## src/rtl/pt_walker_pkg.sv

```systemverilog
package pt_walker_pkg;

    typedef enum logic [2:0] {
        ST_IDLE,
        ST_DIR_RD,
        ST_DIR_WR,
        ST_TBL_RD,
        ST_TBL_WR,
        ST_DONE,
        ST_FAULT
    } walk_state_t;

    // Flag positions shared by both entry levels
    localparam int BIT_P  = 0;
    localparam int BIT_RW = 1;
    localparam int BIT_US = 2;
    localparam int BIT_WT = 3;
    localparam int BIT_CD = 4;
    localparam int BIT_A  = 5;
    localparam int BIT_D  = 6;

endpackage

```

## src/rtl/pt_walk_addr.sv

```systemverilog
module pt_walk_addr #(
    parameter int AW    = 32,
    parameter int IDX_W = 10,
    parameter int OFS_W = 12
) (
    input  logic [AW-OFS_W-1:0] base_frame,
    input  logic [AW-OFS_W-1:0] dir_frame,
    input  logic [AW-1:0]       lin,
    input  logic                sel_table,
    output logic [AW-1:0]       entry_addr
);
    localparam int DIR_LSB = OFS_W + IDX_W;

    logic [AW-1:0] dir_addr;
    logic [AW-1:0] tbl_addr;

    always_comb begin
        dir_addr   = {base_frame, {OFS_W{1'b0}}} + (AW'(lin[AW-1:DIR_LSB]) << 2);
        tbl_addr   = {dir_frame,  {OFS_W{1'b0}}} + (AW'(lin[DIR_LSB-1:OFS_W]) << 2);
        entry_addr = sel_table ? tbl_addr : dir_addr;
    end
endmodule

```

## src/rtl/pt_walk_perm.sv

```systemverilog
module pt_walk_perm (
    input  logic       dir_us,
    input  logic       dir_rw,
    input  logic       tbl_us,
    input  logic       tbl_rw,
    input  logic [1:0] cpl,
    input  logic       is_write,
    output logic       eff_user,
    output logic       eff_write,
    output logic       violation
);
    logic user_mode;

    always_comb begin
        user_mode = (cpl == 2'd3);
        eff_user  = dir_us & tbl_us;
        eff_write = dir_rw & tbl_rw;
        violation = user_mode & (~eff_user | (is_write & ~eff_write));
    end
endmodule

```

## src/rtl/pt_walker.sv

```systemverilog
module pt_walker
    import pt_walker_pkg::*;
#(
    parameter int AW        = 32,
    parameter int IDX_W     = 10,
    parameter int OFS_W     = 12,
    parameter int VEC_W     = 8,
    parameter int FAULT_VEC = 14
) (
    input  logic          clk,
    input  logic          rst_n,
    input  logic          req_valid,
    input  logic [AW-1:0] req_lin,
    input  logic          req_write,
    input  logic [1:0]    req_cpl,
    input  logic          paging_en,
    input  logic [AW-1:0] dir_base,
    output logic          mem_req,
    output logic          mem_we,
    output logic [AW-1:0] mem_addr,
    output logic [AW-1:0] mem_wdata,
    input  logic [AW-1:0] mem_rdata,
    input  logic          mem_ack,
    output logic          busy,
    output logic          done,
    output logic [AW-1:0] phys_addr,
    output logic          perm_user,
    output logic          perm_write,
    output logic [1:0]    cache_attr,
    output logic          fault,
    output logic [VEC_W-1:0] fault_vec,
    output logic [AW-1:0] fault_addr
);
    localparam int FRAME_W = AW - OFS_W;

    walk_state_t state_q, state_d;

    logic [AW-1:0]      lin_q, dir_q, tbl_q, fault_addr_q;
    logic [FRAME_W-1:0] base_q;
    logic               wr_q, pg_q;
    logic [1:0]         cpl_q;
    logic [AW-1:0]      tbl_cur, entry_addr;
    logic               eff_user, eff_write, violation, tbl_needs_wr;
    logic [OFS_W-1:0]   unused_base_low;

    assign unused_base_low = dir_base[OFS_W-1:0];

    // In ST_TBL_RD the decision uses the word arriving on the port
    assign tbl_cur = (state_q == ST_TBL_RD) ? mem_rdata : tbl_q;

    pt_walk_addr #(.AW(AW), .IDX_W(IDX_W), .OFS_W(OFS_W)) u_addr (
        .base_frame (base_q),
        .dir_frame  (dir_q[AW-1:OFS_W]),
        .lin        (lin_q),
        .sel_table  ((state_q == ST_TBL_RD) || (state_q == ST_TBL_WR)),
        .entry_addr (entry_addr)
    );

    pt_walk_perm u_perm (
        .dir_us    (dir_q[BIT_US]),
        .dir_rw    (dir_q[BIT_RW]),
        .tbl_us    (tbl_cur[BIT_US]),
        .tbl_rw    (tbl_cur[BIT_RW]),
        .cpl       (cpl_q),
        .is_write  (wr_q),
        .eff_user  (eff_user),
        .eff_write (eff_write),
        .violation (violation)
    );

    assign tbl_needs_wr = ~mem_rdata[BIT_A] | (wr_q & ~mem_rdata[BIT_D]);

    // Next-state logic
    always_comb begin
        state_d = state_q;
        unique case (state_q)
            ST_IDLE:   if (req_valid) state_d = paging_en ? ST_DIR_RD : ST_DONE;
            ST_DIR_RD: if (mem_ack) begin
                           if (!mem_rdata[BIT_P])      state_d = ST_FAULT;
                           else if (!mem_rdata[BIT_A]) state_d = ST_DIR_WR;
                           else                        state_d = ST_TBL_RD;
                       end
            ST_DIR_WR: if (mem_ack) state_d = ST_TBL_RD;
            ST_TBL_RD: if (mem_ack) begin
                           if (!mem_rdata[BIT_P] || violation) state_d = ST_FAULT;
                           else if (tbl_needs_wr)              state_d = ST_TBL_WR;
                           else                                state_d = ST_DONE;
                       end
            ST_TBL_WR: if (mem_ack) state_d = ST_DONE;
            ST_DONE:   state_d = ST_IDLE;
            ST_FAULT:  state_d = ST_IDLE;
            default:   state_d = ST_IDLE;
        endcase
    end

    // State register
    always_ff @(posedge clk) begin
        if (!rst_n) state_q <= ST_IDLE;
        else        state_q <= state_d;
    end

    // Walk context and captured entries
    always_ff @(posedge clk) begin
        if (!rst_n) begin
            lin_q        <= '0;
            base_q       <= '0;
            wr_q         <= 1'b0;
            pg_q         <= 1'b0;
            cpl_q        <= '0;
            dir_q        <= '0;
            tbl_q        <= '0;
            fault_addr_q <= '0;
        end else begin
            if (state_q == ST_IDLE && req_valid) begin
                lin_q  <= req_lin;
                base_q <= dir_base[AW-1:OFS_W];
                wr_q   <= req_write;
                pg_q   <= paging_en;
                cpl_q  <= req_cpl;
            end
            if (state_q == ST_DIR_RD && mem_ack) dir_q <= mem_rdata;
            if (state_q == ST_TBL_RD && mem_ack) tbl_q <= mem_rdata;
            if (state_d == ST_FAULT && state_q != ST_FAULT) fault_addr_q <= lin_q;
        end
    end

    // Outputs
    always_comb begin
        mem_req    = 1'b0;
        mem_we     = 1'b0;
        mem_wdata  = '0;
        unique case (state_q)
            ST_DIR_RD, ST_TBL_RD: mem_req = 1'b1;
            ST_DIR_WR: begin
                mem_req   = 1'b1;
                mem_we    = 1'b1;
                mem_wdata = dir_q;
                mem_wdata[BIT_A] = 1'b1;
            end
            ST_TBL_WR: begin
                mem_req   = 1'b1;
                mem_we    = 1'b1;
                mem_wdata = tbl_q;
                mem_wdata[BIT_A] = 1'b1;
                if (wr_q) mem_wdata[BIT_D] = 1'b1;
            end
            default: ;
        endcase
        mem_addr   = entry_addr;
        busy       = (state_q != ST_IDLE);
        done       = (state_q == ST_DONE);
        fault      = (state_q == ST_FAULT);
        fault_vec  = fault ? VEC_W'(FAULT_VEC) : '0;
        fault_addr = fault_addr_q;
        phys_addr  = pg_q ? {tbl_q[AW-1:OFS_W], lin_q[OFS_W-1:0]} : lin_q;
        perm_user  = pg_q ? eff_user  : 1'b1;
        perm_write = pg_q ? eff_write : 1'b1;
        cache_attr = pg_q ? {tbl_q[BIT_CD], tbl_q[BIT_WT]} : 2'b00;
    end

    // Assertions
    p_hold_req_r11: assert property (@(posedge clk) disable iff (!rst_n)
        mem_req && !mem_ack |=> mem_req && $stable(mem_addr) && $stable(mem_we));

    p_bypass_r1: assert property (@(posedge clk) disable iff (!rst_n)
        state_q == ST_IDLE && req_valid && !paging_en |=> done && phys_addr == $past(req_lin));

    p_fault_addr_r4: assert property (@(posedge clk) disable iff (!rst_n)
        fault |-> fault_addr == lin_q);

    p_fault_addr_hold_r10: assert property (@(posedge clk) disable iff (!rst_n)
        !$stable(fault_addr) |-> fault);

    p_accessed_set_r5: assert property (@(posedge clk) disable iff (!rst_n)
        mem_req && mem_we |-> mem_wdata[BIT_A]);

    p_dirty_read_r6: assert property (@(posedge clk) disable iff (!rst_n)
        mem_req && mem_we && state_q == ST_TBL_WR && !wr_q |-> mem_wdata[BIT_D] == tbl_q[BIT_D]);

    p_user_page_r7: assert property (@(posedge clk) disable iff (!rst_n)
        done && pg_q && cpl_q == 2'd3 |-> perm_user);

    p_user_write_r8: assert property (@(posedge clk) disable iff (!rst_n)
        done && pg_q && cpl_q == 2'd3 && wr_q |-> perm_write);

endmodule

```

## config.mk

```make
export PLATFORM = sky130hd
export DESIGN_NAME = pt_walker
export DESIGN_NICKNAME = d
export VERILOG_FILES = /design/src/rtl/pt_walker_pkg.sv /design/src/rtl/pt_walk_addr.sv /design/src/rtl/pt_walk_perm.sv /design/src/rtl/pt_walker.sv
export SDC_FILE = /design/constraint.sdc
export NUM_CORES = 1
export LEC_CHECK = 0
export ABC_AREA = 1
export BUFFER_PORTS_ARGS = -buffer_cell sky130_fd_sc_hd__buf_2
export CORE_MARGIN = 2
export CORE_UTILIZATION = 30
export DETAILED_ROUTE_END_ITERATION = 6
export HOLD_SLACK_MARGIN = 0.06
export MAX_ROUTING_LAYER = met4
export PLACE_DENSITY = 0.5
export SLEW_MARGIN = 20
export SYNTH_ARGS = -nofsm -noshare
export SYNTH_HDL_FRONTEND = slang
export SYNTH_SLANG_ARGS = --single-unit
```

## constraint.sdc

```tcl
create_clock -name clk -period 1.95 [get_ports clk]
set_input_delay 0.39 -clock clk [delete_from_list [all_inputs] [get_ports clk]]
set_output_delay 0.39 -clock clk [all_outputs]
set_load 0.01 [all_outputs]
```

==> qor.csv <==
metric,value,unit
critPathMaxFanout,8,
cp.required,1560,ps
clkTransAtPathRegs,70,ps
die_h,155,µm
ys.flop_type,dfxtp_1,
powerDensity,964,mW/mm²
syn2layout_area_growth,37.0,%
critPathKind,flop to output pin,
dpl-instance-area,0.00819,mm²
met1_usage,0.256,
setup_violations,64,
synth.most_common_cell,o21ai_0,
max-cap-violations,0,
grtUsageMet3,0.0518,
antenna_found_initial,3,
r2r_slack,40,ps
power,0.00907,W
failed_checks,setup timing,
fillers,2403,
clock_skew,14.0,ps
total_leakage_power,4.28,nW
clock-sinks,153,
vias,6846,
synth_area,0.00686,mm²
layout.cells.non_filler,1459,
grt_first_pass_wirelength,34.5,mm
status,"finished, violations left",
cts_root_buffer,clkbuf_16,
hold_buffers,0,
start_kind,flop,
initial_utilization,0.304,
coreArea,0.0226,mm²
dp_hpwl,15.3,mm
crit_end,mem_wdata[26],
drc_errors,0,
clock_path_buffers,2,
min_path_type,input pin to flop,
crit_path_start,state_q[2]$_SDFF_PN0_,
async_flop_share,0,
max_freq,0.471,GHz
num_rows,55,
htreeDepth,4,
placed_cells,1407,
die_width,155,µm
endpoint_kind,output pin,
synthTopCellsByCount,"o21ai_0 (195), dfxtp_1 (153), nand2_1 (146)",
synthDominantCellAreaShare,0.447,
fin_crit,2120,ps
grt_util_met2,0.282,
drive_above_1_share,0.336,
clock_latency,420,ps
yosysTopAreaCell,dfxtp_1,
cts_made_buffers,17,
io_pins,249,
grt_pass1_vias,6086,
finalHoldViolCount,0,
r2r_cells,14,
setup_slack,-173,ps
grt_use_total,0.190,
critPathSlowestCell,dfxtp_4,
r2r-end,fault_addr[12]$_SDFFE_PN0P_,
first_pass_iters,5,
port_buffers,229,
die_area,0.0241,mm²
ys_ff_latch,153,
cts_tree,built,
path_cells,buf_6 -> nor3_4 -> buf_8 -> clkbuf_16 -> nand2_2 -> o21ai_1 -> buf_2,
final_cell_area,0.00940,mm²
via_per_inst,4.69,
r2r_start,state_q[2]$_SDFF_PN0_,
ys_warn_count,0,
synth_cell_types,27,
rsz0062_at_grt,true,
grt-ovfl-total,0,
whs_path_depth,3,
drt-initial-drc-count,302,
synth_area_leaders,"dfxtp_1 (45%), o21ai_0 (14%), nand2_1 (8.0%)",
busiest_layer,met2,
slew_violations,0,
grt_max_degree,90,
syn_avg_cell_area,7.20,µm²
irDropWorstVdd,0.000492,V
yosysSeqAreaShare,0.447,
wl,23.6,mm
finalWeightedCongestion,0.825,
fin_crit_sh,1.09,
tns,-7070,ps
syn_inst,953,
route.antenna.remaining_nets,0,
cpPeakStageDelay,360,ps
routedWlPerCell,16.1,µm
layout.nets,1262,
arrival,1730,ps
synth_edf_count,0,
==> critical path: cells and delay by family (launching register included) <==
family,cells,cell delay (ps)
flip-flops,1,360
buffers and inverters,4,650
AO/OA/AOI/OAI,1,80
AND/OR/NAND/NOR,2,220
==> repair_timing <==
item,CTS,global route
resized for setup,61,88
pin swaps,2,4
buffers inserted,6,4
gates cloned,3,6
endpoints found under the setup margin,73,101
==> layout make-up <==
cell class | count | area, µm² | area share
tap | 285 | 357 | 0.0379
clock inverter | 11 | 95.1 | 0.0101
clock buffer | 21 | 460 | 0.0490
antenna | 3 | 7.51 | 0.000799
timing repair buffer | 274 | 1850 | 0.197
inverter | 96 | 365 | 0.0389
sequential | 153 | 3080 | 0.327
multi-input combinational | 616 | 3190 | 0.339
==> per-stage QoR <==
step           hold WS [ps]   util  setup slack, ps
2_1_floorplan           425      -              176
3_3_place_gp            431  0.363             85.4
3_5_place_dp            437  0.363             73.5
4_1_cts                 188  0.400             -199
5_1_grt                 203  0.416             -265
6_report                199  0.416             -173
==> registers in the layout (all words and copies together), names as in the netlist <==
signal / count
dir_q: 31
wr_q: 1
state_q: 3
lin_q: 32
fault_addr: 32
cpl_q: 2
pg_q: 1
tbl_q: 31
base_q: 20
==> worst min-delay path by stage <==
stage                                       start                       to  slack, ps
after CTS                           mem_rdata[25]   dir_q[25]$_SDFFE_PN0P_        190
after floorplan            base_q[0]$_SDFFE_PN0P_   base_q[0]$_SDFFE_PN0P_        420
after global placement      tbl_q[9]$_SDFFE_PN0P_    tbl_q[9]$_SDFFE_PN0P_        430
after global routing                   req_cpl[0]    cpl_q[0]$_SDFFE_PN0P_        200
final                               mem_rdata[25]   dir_q[25]$_SDFFE_PN0P_        200
after detailed placement  base_q[16]$_SDFFE_PN0P_  base_q[16]$_SDFFE_PN0P_        440
==> routing by layer <==
| metal | share of wire | wire length [µm] |
|---|---|---|
| met5 | 0 | 0 |
| met1 | 0.47 | 11000 |
| met3 | 0.056 | 1330 |
| met2 | 0.46 | 10800 |
| met4 | 0.017 | 411 |
==> cell usage in the layout (no fill, tap or decap), drive strengths merged <==
| master | instances |
|---|---|
| nand3 | 37 |
| buf | 268 |
| a21oi | 125 |
| or2 | 1 |
| dfxtp | 153 |
| clkbuf | 27 |
| diode | 3 |
| bufinv | 1 |
| nand2 | 148 |
| nor2 | 97 |
| o2111ai | 1 |
| o21ai | 196 |
| clkinv | 8 |
| nand4 | 1 |
| conb | 7 |
| inv | 98 |
| nor3 | 2 |
| a211oi | 1 |
==> report_power, final <==
group          switching [W]  internal [W]  total, W
sequential          0.000164       0.00342   0.00359
clock                0.00136       0.00182   0.00319
combinational        0.00140      0.000896   0.00229
==> cells by family after synthesis <==
kind of cell / share of synthesized area
DFF: 0.447
other: 0.000547
and+or+nand+nor: 0.171
AOI/OAI and AO/OA: 0.249
buffers and inverters: 0.133
(Power assumes the default switching activity.)
